**src/rtl/tx_start_pkg.sv**
```systemverilog
package tx_start_pkg;
  typedef enum logic [2:0] {
    PH_IDLE,
    PH_WAKE,
    PH_CSMA,
    PH_SEND,
    PH_ACKW
  } phase_e;

  typedef enum logic [1:0] {
    OUT_OK,
    OUT_CSMA_FAIL,
    OUT_ACK_FAIL
  } outcome_e;

  localparam int unsigned FLAG_N    = 4;
  localparam int unsigned FLAG_DONE = 0;
  localparam int unsigned FLAG_IDLE = 1;
  localparam int unsigned FLAG_CSMA = 2;
  localparam int unsigned FLAG_ACK  = 3;
endpackage

```
**src/rtl/tx_start_ctl.sv**
```systemverilog
module tx_start_ctl (
  input  logic clk_i,
  input  logic rst_ni,
  input  logic we_i,
  input  logic wdata_i,
  input  logic stream_i,
  input  logic fin_i,
  output logic start_o,
  output logic launch_o,
  output logic abort_o,
  output logic post_pend_o
);
  logic start_q, posted_q;
  logic host_set, host_clr, post_req;

  assign host_set    = we_i & wdata_i;
  assign host_clr    = we_i & ~wdata_i;
  assign abort_o     = host_clr & start_q;
  assign launch_o    = host_set & ~start_q;
  // a second start is only queued in streaming mode, one deep
  assign post_req    = host_set & start_q & stream_i & ~posted_q;
  assign post_pend_o = posted_q | post_req;
  assign start_o     = start_q;

  always_ff @(posedge clk_i or negedge rst_ni) begin
    if (!rst_ni) begin
      start_q  <= 1'b0;
      posted_q <= 1'b0;
    end else if (abort_o) begin
      start_q  <= 1'b0;
      posted_q <= 1'b0;
    end else if (launch_o) begin
      start_q  <= 1'b1;
    end else if (fin_i) begin
      start_q  <= post_pend_o;
      posted_q <= 1'b0;
    end else if (post_req) begin
      posted_q <= 1'b1;
    end
  end
endmodule

```
**src/rtl/tx_phase_fsm.sv**
```systemverilog
module tx_phase_fsm
  import tx_start_pkg::*;
#(
  parameter int unsigned RETRY_W = 3,
  parameter int unsigned TMO_W   = 8
) (
  input  logic               clk_i,
  input  logic               rst_ni,
  input  logic               launch_i,
  input  logic               abort_i,
  input  logic               post_pend_i,
  input  logic               rf_off_i,
  input  logic               csma_en_i,
  input  logic               ack_en_i,
  input  logic [RETRY_W-1:0] retry_limit_i,
  input  logic [TMO_W-1:0]   ack_tmo_i,
  input  logic               csma_done_i,
  input  logic               csma_ok_i,
  input  logic               tx_done_i,
  input  logic               ack_rx_i,
  output logic               fin_o,
  output outcome_e           outcome_o,
  output logic               wake_req_o,
  output logic               csma_go_o,
  output logic               tx_go_o,
  output logic               ack_listen_o
);
  localparam int unsigned TW = TMO_W + 1;

  phase_e             ph_q, ph_d, first_ph;
  logic               enter_q, enter_d;
  logic [RETRY_W-1:0] rty_q, rty_d;
  logic [TMO_W-1:0]   tmr_q, tmr_d;
  logic [TW-1:0]      tmr_inc;
  logic               tmo_hit, rty_more, fin_raw;
  outcome_e           out_d;

  assign first_ph = csma_en_i ? PH_CSMA : PH_SEND;
  assign tmr_inc  = {1'b0, tmr_q} + TW'(1);
  // a zero timeout behaves as one cycle
  assign tmo_hit  = tmr_inc >= {1'b0, ack_tmo_i};
  assign rty_more = rty_q < retry_limit_i;

  always_comb begin
    ph_d    = ph_q;
    enter_d = 1'b0;
    rty_d   = rty_q;
    tmr_d   = tmr_q;
    fin_raw = 1'b0;
    out_d   = OUT_OK;
    unique case (ph_q)
      PH_IDLE: if (launch_i) begin
        ph_d    = rf_off_i ? PH_WAKE : first_ph;
        enter_d = 1'b1;
        rty_d   = '0;
      end
      PH_WAKE: if (!rf_off_i) begin
        ph_d    = first_ph;
        enter_d = 1'b1;
      end
      PH_CSMA: if (csma_done_i) begin
        if (csma_ok_i) begin
          ph_d    = PH_SEND;
          enter_d = 1'b1;
        end else begin
          fin_raw = 1'b1;
          out_d   = OUT_CSMA_FAIL;
        end
      end
      PH_SEND: if (tx_done_i) begin
        if (ack_en_i) begin
          ph_d    = PH_ACKW;
          enter_d = 1'b1;
          tmr_d   = '0;
        end else begin
          fin_raw = 1'b1;
        end
      end
      PH_ACKW: begin
        if (ack_rx_i) begin
          fin_raw = 1'b1;
        end else if (tmo_hit) begin
          if (rty_more) begin
            rty_d   = rty_q + RETRY_W'(1);
            ph_d    = first_ph;
            enter_d = 1'b1;
          end else begin
            fin_raw = 1'b1;
            out_d   = OUT_ACK_FAIL;
          end
        end else begin
          tmr_d = tmr_inc[TMO_W-1:0];
        end
      end
      default: ph_d = PH_IDLE;
    endcase
    if (fin_raw) begin
      if (post_pend_i) begin
        ph_d    = first_ph;
        enter_d = 1'b1;
        rty_d   = '0;
      end else begin
        ph_d = PH_IDLE;
      end
    end
    if (abort_i) begin
      ph_d    = PH_IDLE;
      enter_d = 1'b0;
    end
  end

  always_ff @(posedge clk_i or negedge rst_ni) begin
    if (!rst_ni) begin
      ph_q    <= PH_IDLE;
      enter_q <= 1'b0;
      rty_q   <= '0;
      tmr_q   <= '0;
    end else begin
      ph_q    <= ph_d;
      enter_q <= enter_d;
      rty_q   <= rty_d;
      tmr_q   <= tmr_d;
    end
  end

  assign fin_o        = fin_raw & ~abort_i;
  assign outcome_o    = out_d;
  assign wake_req_o   = (ph_q == PH_WAKE);
  assign ack_listen_o = (ph_q == PH_ACKW);
  assign csma_go_o    = (ph_q == PH_CSMA) & enter_q;
  assign tx_go_o      = (ph_q == PH_SEND) & enter_q;
endmodule

```
**src/rtl/tx_irq_flags.sv**
```systemverilog
module tx_irq_flags #(
  parameter int unsigned N = 4
) (
  input  logic         clk_i,
  input  logic         rst_ni,
  input  logic [N-1:0] set_i,
  input  logic [N-1:0] clr_i,
  output logic [N-1:0] flags_o
);
  for (genvar i = 0; i < N; i++) begin : g_flag
    logic f_q;
    always_ff @(posedge clk_i or negedge rst_ni) begin
      if (!rst_ni)       f_q <= 1'b0;
      else if (set_i[i]) f_q <= 1'b1;
      else if (clr_i[i]) f_q <= 1'b0;
    end
    assign flags_o[i] = f_q;
  end
endmodule

```
**src/rtl/tx_start_seq.sv**
```systemverilog
module tx_start_seq
  import tx_start_pkg::*;
#(
  parameter int unsigned RETRY_W = 3,
  parameter int unsigned TMO_W   = 8
) (
  input  logic               clk_i,
  input  logic               rst_ni,
  input  logic               start_we_i,
  input  logic               start_wdata_i,
  output logic               start_o,
  input  logic [FLAG_N-1:0]  flag_clr_i,
  output logic [FLAG_N-1:0]  flags_o,
  input  logic               stream_mode_i,
  input  logic               csma_en_i,
  input  logic               ack_req_i,
  input  logic               auto_ack_en_i,
  input  logic [RETRY_W-1:0] retry_limit_i,
  input  logic [TMO_W-1:0]   ack_timeout_i,
  input  logic               rf_off_i,
  output logic               wake_req_o,
  output logic               csma_go_o,
  input  logic               csma_done_i,
  input  logic               csma_ok_i,
  output logic               tx_go_o,
  input  logic               tx_done_i,
  output logic               ack_listen_o,
  input  logic               ack_rx_i,
  output logic               abort_o
);
  logic        launch, abort, post_pend, fin;
  outcome_e    outcome;
  logic [FLAG_N-1:0] flag_set;
  logic        abort_q;

  tx_start_ctl u_ctl (
    .clk_i       (clk_i),
    .rst_ni      (rst_ni),
    .we_i        (start_we_i),
    .wdata_i     (start_wdata_i),
    .stream_i    (stream_mode_i),
    .fin_i       (fin),
    .start_o     (start_o),
    .launch_o    (launch),
    .abort_o     (abort),
    .post_pend_o (post_pend)
  );

  tx_phase_fsm #(
    .RETRY_W (RETRY_W),
    .TMO_W   (TMO_W)
  ) u_fsm (
    .clk_i         (clk_i),
    .rst_ni        (rst_ni),
    .launch_i      (launch),
    .abort_i       (abort),
    .post_pend_i   (post_pend),
    .rf_off_i      (rf_off_i),
    .csma_en_i     (csma_en_i),
    .ack_en_i      (ack_req_i & auto_ack_en_i),
    .retry_limit_i (retry_limit_i),
    .ack_tmo_i     (ack_timeout_i),
    .csma_done_i   (csma_done_i),
    .csma_ok_i     (csma_ok_i),
    .tx_done_i     (tx_done_i),
    .ack_rx_i      (ack_rx_i),
    .fin_o         (fin),
    .outcome_o     (outcome),
    .wake_req_o    (wake_req_o),
    .csma_go_o     (csma_go_o),
    .tx_go_o       (tx_go_o),
    .ack_listen_o  (ack_listen_o)
  );

  always_comb begin
    flag_set            = '0;
    flag_set[FLAG_DONE] = fin & (outcome == OUT_OK);
    // idle only when no queued start takes over
    flag_set[FLAG_IDLE] = fin & (outcome == OUT_OK) & ~post_pend;
    flag_set[FLAG_CSMA] = fin & (outcome == OUT_CSMA_FAIL);
    flag_set[FLAG_ACK]  = fin & (outcome == OUT_ACK_FAIL);
  end

  tx_irq_flags #(
    .N (FLAG_N)
  ) u_flags (
    .clk_i   (clk_i),
    .rst_ni  (rst_ni),
    .set_i   (flag_set),
    .clr_i   (flag_clr_i),
    .flags_o (flags_o)
  );

  always_ff @(posedge clk_i or negedge rst_ni) begin
    if (!rst_ni) abort_q <= 1'b0;
    else         abort_q <= abort;
  end
  assign abort_o = abort_q;
endmodule

```
**config.mk**
```make
export PLATFORM = sky130hd
export DESIGN_NAME = tx_start_seq
export DESIGN_NICKNAME = d
export VERILOG_FILES = /design/src/rtl/tx_start_pkg.sv /design/src/rtl/tx_start_ctl.sv /design/src/rtl/tx_phase_fsm.sv /design/src/rtl/tx_irq_flags.sv /design/src/rtl/tx_start_seq.sv
export SDC_FILE = /design/constraint.sdc
export NUM_CORES = 1
export LEC_CHECK = 0
export CAP_MARGIN = 30
export CELL_PAD_IN_SITES_DETAIL_PLACEMENT = 0
export CELL_PAD_IN_SITES_GLOBAL_PLACEMENT = 1
export CORE_MARGIN = 5
export CORE_UTILIZATION = 38
export DETAILED_ROUTE_END_ITERATION = 8
export PLACE_DENSITY = 0.9
export RECOVER_POWER = 50
export SYNTH_ARGS = -nofsm -noshare
export SYNTH_HDL_FRONTEND = slang
export SYNTH_SLANG_ARGS = --single-unit
export TNS_END_PERCENT = 10
```
**constraint.sdc**
```tcl
create_clock -name clk_i -period 3.9 [get_ports clk_i]
set_input_delay 0.78 -clock clk_i [delete_from_list [all_inputs] [get_ports clk_i]]
set_output_delay 0.78 -clock clk_i [all_outputs]
set_load 0.01 [all_outputs]
```
* Yosys cells after proc, flatten, opt, wreduce, memory -nomap -nowiden
Index checks and enable logic that the tools add are counted.
Cells by class: bitwise gates (word level) 21, reduce and logical (&&, ||, !) cells 12, eq/ne operators 20, $add $sub $neg 2, magnitude comparators 2, multiplexer cells 69
Operator list (number):
- $mux W3 | 19
- $mux W1 | 36
- $mux W8 | 4
- $ne A4 B3 Y1 const B | 4
- $pmux W8 S2 | 1
- $and A1 B1 Y1 | 15
- $pmux W3 S5 | 1
- $ne A4 B2 Y1 const B | 3
- $reduce_bool A2 Y1 | 5
- $add A8 B1 Y9 const B | 1
- $ge A9 B8 Y1 | 1
- $reduce_and A9 Y1 | 1
- $mux W2 | 4
- $ne A4 B1 Y1 const B | 2
- $eq A3 B2 Y1 const B | 2
- $ne A2 B2 Y1 const B | 3
- $pmux W3 S2 | 1
- $reduce_bool A3 Y1 | 2
- $not A1 Y1 | 5
- $pmux W1 S5 | 1
- $reduce_and A5 Y1 | 1
- $ne A2 B1 Y1 const B | 2
- $pmux W2 S2 | 1
- $add A3 B1 Y3 const B | 1
- 10 further kinds | 10
Storage, ports and cells: input port bits 28, flip-flop bits (word level) 22, output and inout bits 10

* Logic depth before layout (Yosys ltp)
word-level depth 9, mapped depth 13, gate-level depth less buffers 12

* By module
Synthesis repeated with hierarchy kept, for this count alone.
Unflattened totals: cells, all modules 209, area, all modules 1773.0 um2
By module, submodules not included:
- tx_phase_fsm | instances 1, cells each 170, seq. area each 375.4 um2, area each 1378.8 um2
- tx_irq_flags | instances 1, cells each 16, seq. area each 100.1 um2, area each 175.2 um2
- tx_start_ctl | instances 1, cells each 17, seq. area each 50.0 um2, area each 145.1 um2
- tx_start_seq | instances 1, cells each 6, seq. area each 25.0 um2, area each 73.8 um2

* Worst setup path before layout
Ideal clock, no wire load.
path type register to register, from reg u_fsm.tmr_q[0], to reg u_fsm.rty_q[0], stages on the path, launching flop included 13, required time 3814 ps, slack 1174 ps, period minus slack after synthesis 2726 ps, arrival time 2640 ps, path through dfrtp_1 ha_1 nand3_2 inv_1 nand3_1 xnor2_1 ha_1 and3_1 nand4_1 and2_4 buf_6 or4_4 a32oi_2
Between the ends: longest elaborated chain between the ends 7, elaborated cells between the ends (all ways) 10, those cells by class add/sub (1); order compare (1); mux (8)
Ends and longest elaborated chain:
- start: declaration | RTL line tx_phase_fsm.sv:33 | logic [TMO_W-1:0] tmr_q, tmr_d;
- start signal: assignment | RTL line tx_phase_fsm.sv:122 | tmr_q <= tmr_d;
- $add A8 B1 Y9 (*) | RTL line tx_phase_fsm.sv:39 | assign tmr_inc = {1'b0, tmr_q} + TW'(1);
- $ge A9 B8 Y1 (*) | RTL line tx_phase_fsm.sv:41 | assign tmo_hit = tmr_inc >= {1'b0, ack_tmo_i};
- $mux W3 | RTL line tx_phase_fsm.sv:82 | end else if (tmo_hit) begin
- $mux W3 | RTL line tx_phase_fsm.sv:80 | if (ack_rx_i) begin
- $pmux W3 S2 | RTL line tx_phase_fsm.sv:51 | unique case (ph_q)
- $mux W3 | RTL line tx_phase_fsm.sv:98 | if (post_pend_i) begin
- $mux W3 (*) | RTL line tx_phase_fsm.sv:97 | if (fin_raw) begin
- net u_fsm.rty_d[0] | RTL line tx_phase_fsm.sv:32 | logic [RETRY_W-1:0] rty_q, rty_d;
- end signal: assignment | RTL line tx_phase_fsm.sv:121 | rty_q <= rty_d;
- end: declaration | RTL line tx_phase_fsm.sv:32
The timed path passes the listed nets; every way through them passes the cells marked *. A chain may end at the register's enable or synchronous reset.

* Worst setup path after layout
from reg u_fsm.tmr_q[0], to reg u_fsm.tmr_q[6]
Between the ends: longest elaborated chain between the ends 4, elaborated cells between the ends (all ways) 7, those cells by class add/sub (1); order compare (1); eq/ne (1); mux (3); reduce/logical (1)
Ends and longest elaborated chain (RTL line):
- $add A8 B1 Y9 (*) | tx_phase_fsm.sv:39
- $ge A9 B8 Y1 / $mux W8 (equally long branches) | tx_phase_fsm.sv:41, tx_phase_fsm.sv:82
- $ne A2 B2 Y1 (no source line) / $mux W8 (equally long branches)
- $reduce_and A5 Y1 (no source line) / $pmux W8 S2 (equally long branches)
Mark *: on every way between the ends. The rest lies on a longest branch, timed or not. The select of a mux whose other input is x is not followed.

==> impl_metrics.tcl <==
set metrics [dict create \
    status "complete, no violations" \
    finalWirelength_um 4110 \
    num_antenna_cells 0 \
    synth_top_area_share_pct 31.6 \
    yosysSeqAreaShare_pct 31.6 \
    ctsResizeCount 0 \
    slew_headroom_pct 60.4 \
    cp.required_ns 4.06 \
    overflow 0 \
    netlist_area_um2 1740 \
    slowest_stage "dfrtp_1" \
    die_h_um 77.8 \
    numPortBuffers 37 \
    worst-r2r-setup-slack_ns 0.65 \
    dp_cells 280 \
    p_total_mw 0.924 \
    yosys-top-cells-area "dfrtp_1 (32%), ha_1 (8.6%), nand3_1 (4.3%)" \
    period_share_pct 83.3 \
    yosysWarnings 0 \
    grt_max_degree 18 \
    start_kind "flip-flop" \
    fin_ws_ns 0.651 \
    path_clk_slew_ns 0.08 \
    final_cells 284 \
    die_area_um2 6050 \
    drive_above_1_share_pct 6.03 \
    clockRootBuffer "clkbuf_8" \
    clock_skew_ns 0.00291 \
    place_congestion 0.838 \
    clk_latency_ns 0.26 \
    ioPinCount 38 \
    numClockSinks 22 \
    hold_class "flip-flop to flip-flop" \
    ys_types 54 \
    cp-end-kind "flip-flop" \
    max_freq_ghz 0.308 \
    cts_buffer_depth 2 \
    rows 24 \
    drt-initial-drc-count 110 \
    synth.avg_cell_area_um2 8.63 \
    final_nets 273 \
    postCtsSetupRepairBufs 0 \
    vias 1579 \
    antenna_found_initial 0 \
    synthToLayoutAreaGrowth_pct 24.8 \
    vdd_drop_max_uv 192 \
    h-tree-depth 1 \
    ys_ff_latch 22 \
    grt_pass1_vias 1560 \
    powerDensity_nw_per_um2 424 \
    grt_util_all_layers_pct 14.0 \
    detail_route.wl_per_cell_um 14.5 \
    synth_cells 202 \
    drtPass1Iterations 4 \
    path_cells "ha_1, nand3_2, inv_1, nand3_1, xnor2_1, ha_1, and3_1, a221oi_1, o21a_2, nand3_1, mux2_2, a21o_1" \
    maxCapViolations 0 \
    worstMarginPinSlew_ns 0.593 \
    n_fill_cell 433 \
    hold_violations 0 \
    syn_nets 242 \
    cts_tree "built" \
    worst-path-max-fanout 11 \
    cp.buffers_inverters 1 \
    synth_edf_count 0 \
    yosysTopAreaCell "dfrtp_1" \
    vias_per_cell 5.56 \
    critPathTopFamily "simple AND/OR/NAND/NOR gates" \
    grt_pass1_wl_um 7240 \
    slowest_delay_ns 0.44 \
    async_flop_share_pct 100 \
    fin_crit_ns 3.25 \
    drc 0 \
    path_class "flip-flop to flip-flop" \
    cts_hold_buffers 0 \
    crit_arrival_ns 3.41 \
    start_util_pct 39.5 \
    post-place-ws_ns 0.591 \
    dp_hpwl_um 3280 \
    maxSlewViolCount 0 \
    fin_setup_tns_ns 0 \
    ant_nets 0 \
    cts_buffers 3 \
    setup_violations 0 \
    rsz0062_at_grt "no" \
    synth-main-ff-cell "dfrtp_1" \
    leakage_nw 1.04 \
    die_x_um 77.8 \
    holdWs_ns 0.483 \
    core_area_um2 4410 \
]
synth_stat cells (all sizes together) (3+ instances only):
master,number
xnor2,4
ha,12
nor3,6
nand2,17
nor2,11
a31oi,3
nor2b,4
mux2i,5
nand2b,4
a211oi,3
buf,8
a21o,6
nand3,16
dfrtp,22
and2,3
inv,18
clkbuf,4
a21oi,9
o21ai,9
cell type report:
type	instances	area (µm²)	area share, %
multi-input cells	150	1050	48.2
flip-flops and latches	22	551	25.3
repair buffers	38	374	17.2
inverters	18	67.6	3.10
well taps	52	65.1	2.99
clock buffers	3	41.3	1.90
clock inverters	1	30.0	1.38
sequential cells by signal, indices dropped and copies added (netlist names):
register and cells:
abort_o 1, u_ctl.posted_q 1, u_ctl.start_o 1, u_flags.g_flag.f_q 4, u_fsm.enter_q 1, u_fsm.ph_q 3, u_fsm.rty_q 3, u_fsm.tmr_q 8
path summary, 6_finish.rpt:
check                                      start               endpoint  depth (start not counted)
min reg2reg                u_flags.g_flag[2].f_q  u_flags.g_flag[2].f_q                          2
max reg2reg                       u_fsm.tmr_q[0]         u_fsm.tmr_q[6]                         12
max                               u_fsm.tmr_q[0]         u_fsm.tmr_q[6]                         12
max in group asynchronous                 rst_ni          u_fsm.ph_q[1]                          2
min in group asynchronous                 rst_ni  u_flags.g_flag[0].f_q                          1
min                        u_flags.g_flag[2].f_q  u_flags.g_flag[2].f_q                          2
metal layers:
layer	GRT usage, %	part of all wire, %	vias up
li1	-	-	796
met1	20.4	46	734
met2	21.0	47	41
met3	2.31	5.4	8
met4	4.47	1.3	0
met5	0	0	-
report_power, final:
group | internal (mW) | switching, mW
registers | 0.274 | 0.0785
clock network | 0.137 | 0.0759
logic | 0.181 | 0.177
total | 0.593 | 0.331
cells by family after synthesis:
logic type | share of synthesized area [%]
AOI/OAI and AO/OA | 22.0
xor gates and xnor gates | 3.01
adders and majority gates | 8.61
buffers and inverters | 8.32
DFF | 31.6
muxes | 4.16
and+or+nand+nor | 22.3
worst reg2reg max path: cells and delay by family (launching register included):
family	cells	cell delay (ns)
simple gates	4	0.81
fa+ha+maj	2	0.57
xor+xnor	1	0.17
mux	1	0.39
flops	1	0.44
compound gates	3	0.69
buf+inv	1	0.07
metrics by stage:
stage / utilization [%] / instance area, µm²
2_1_floorplan: - / 1740
3_3_place_gp: 47.6 / 2100
3_5_place_dp: 48.0 / 2120
4_1_cts: 49.6 / 2190
5_1_grt: 49.3 / 2180
6_report: 49.3 / 2180
layout by cell type, fill, tap and decap left out, types with 3 or more instances in the layout:
master,instances
a211oi_1,3
a21o_1,5
a21oi_1,9
a31oi_1,3
clkbuf_8,3
clkdlybuf4s50_1,31
dfrtp_1,22
dlygate4sd3_1,6
ha_1,12
inv_1,18
mux2i_1,5
nand2_1,17
nand2b_1,4
nand3_1,15
nor2_1,10
nor2b_1,4
nor3_1,6
o21ai_0,9
xnor2_1,4
No activity file was read; power rests on OpenSTA's default activity.
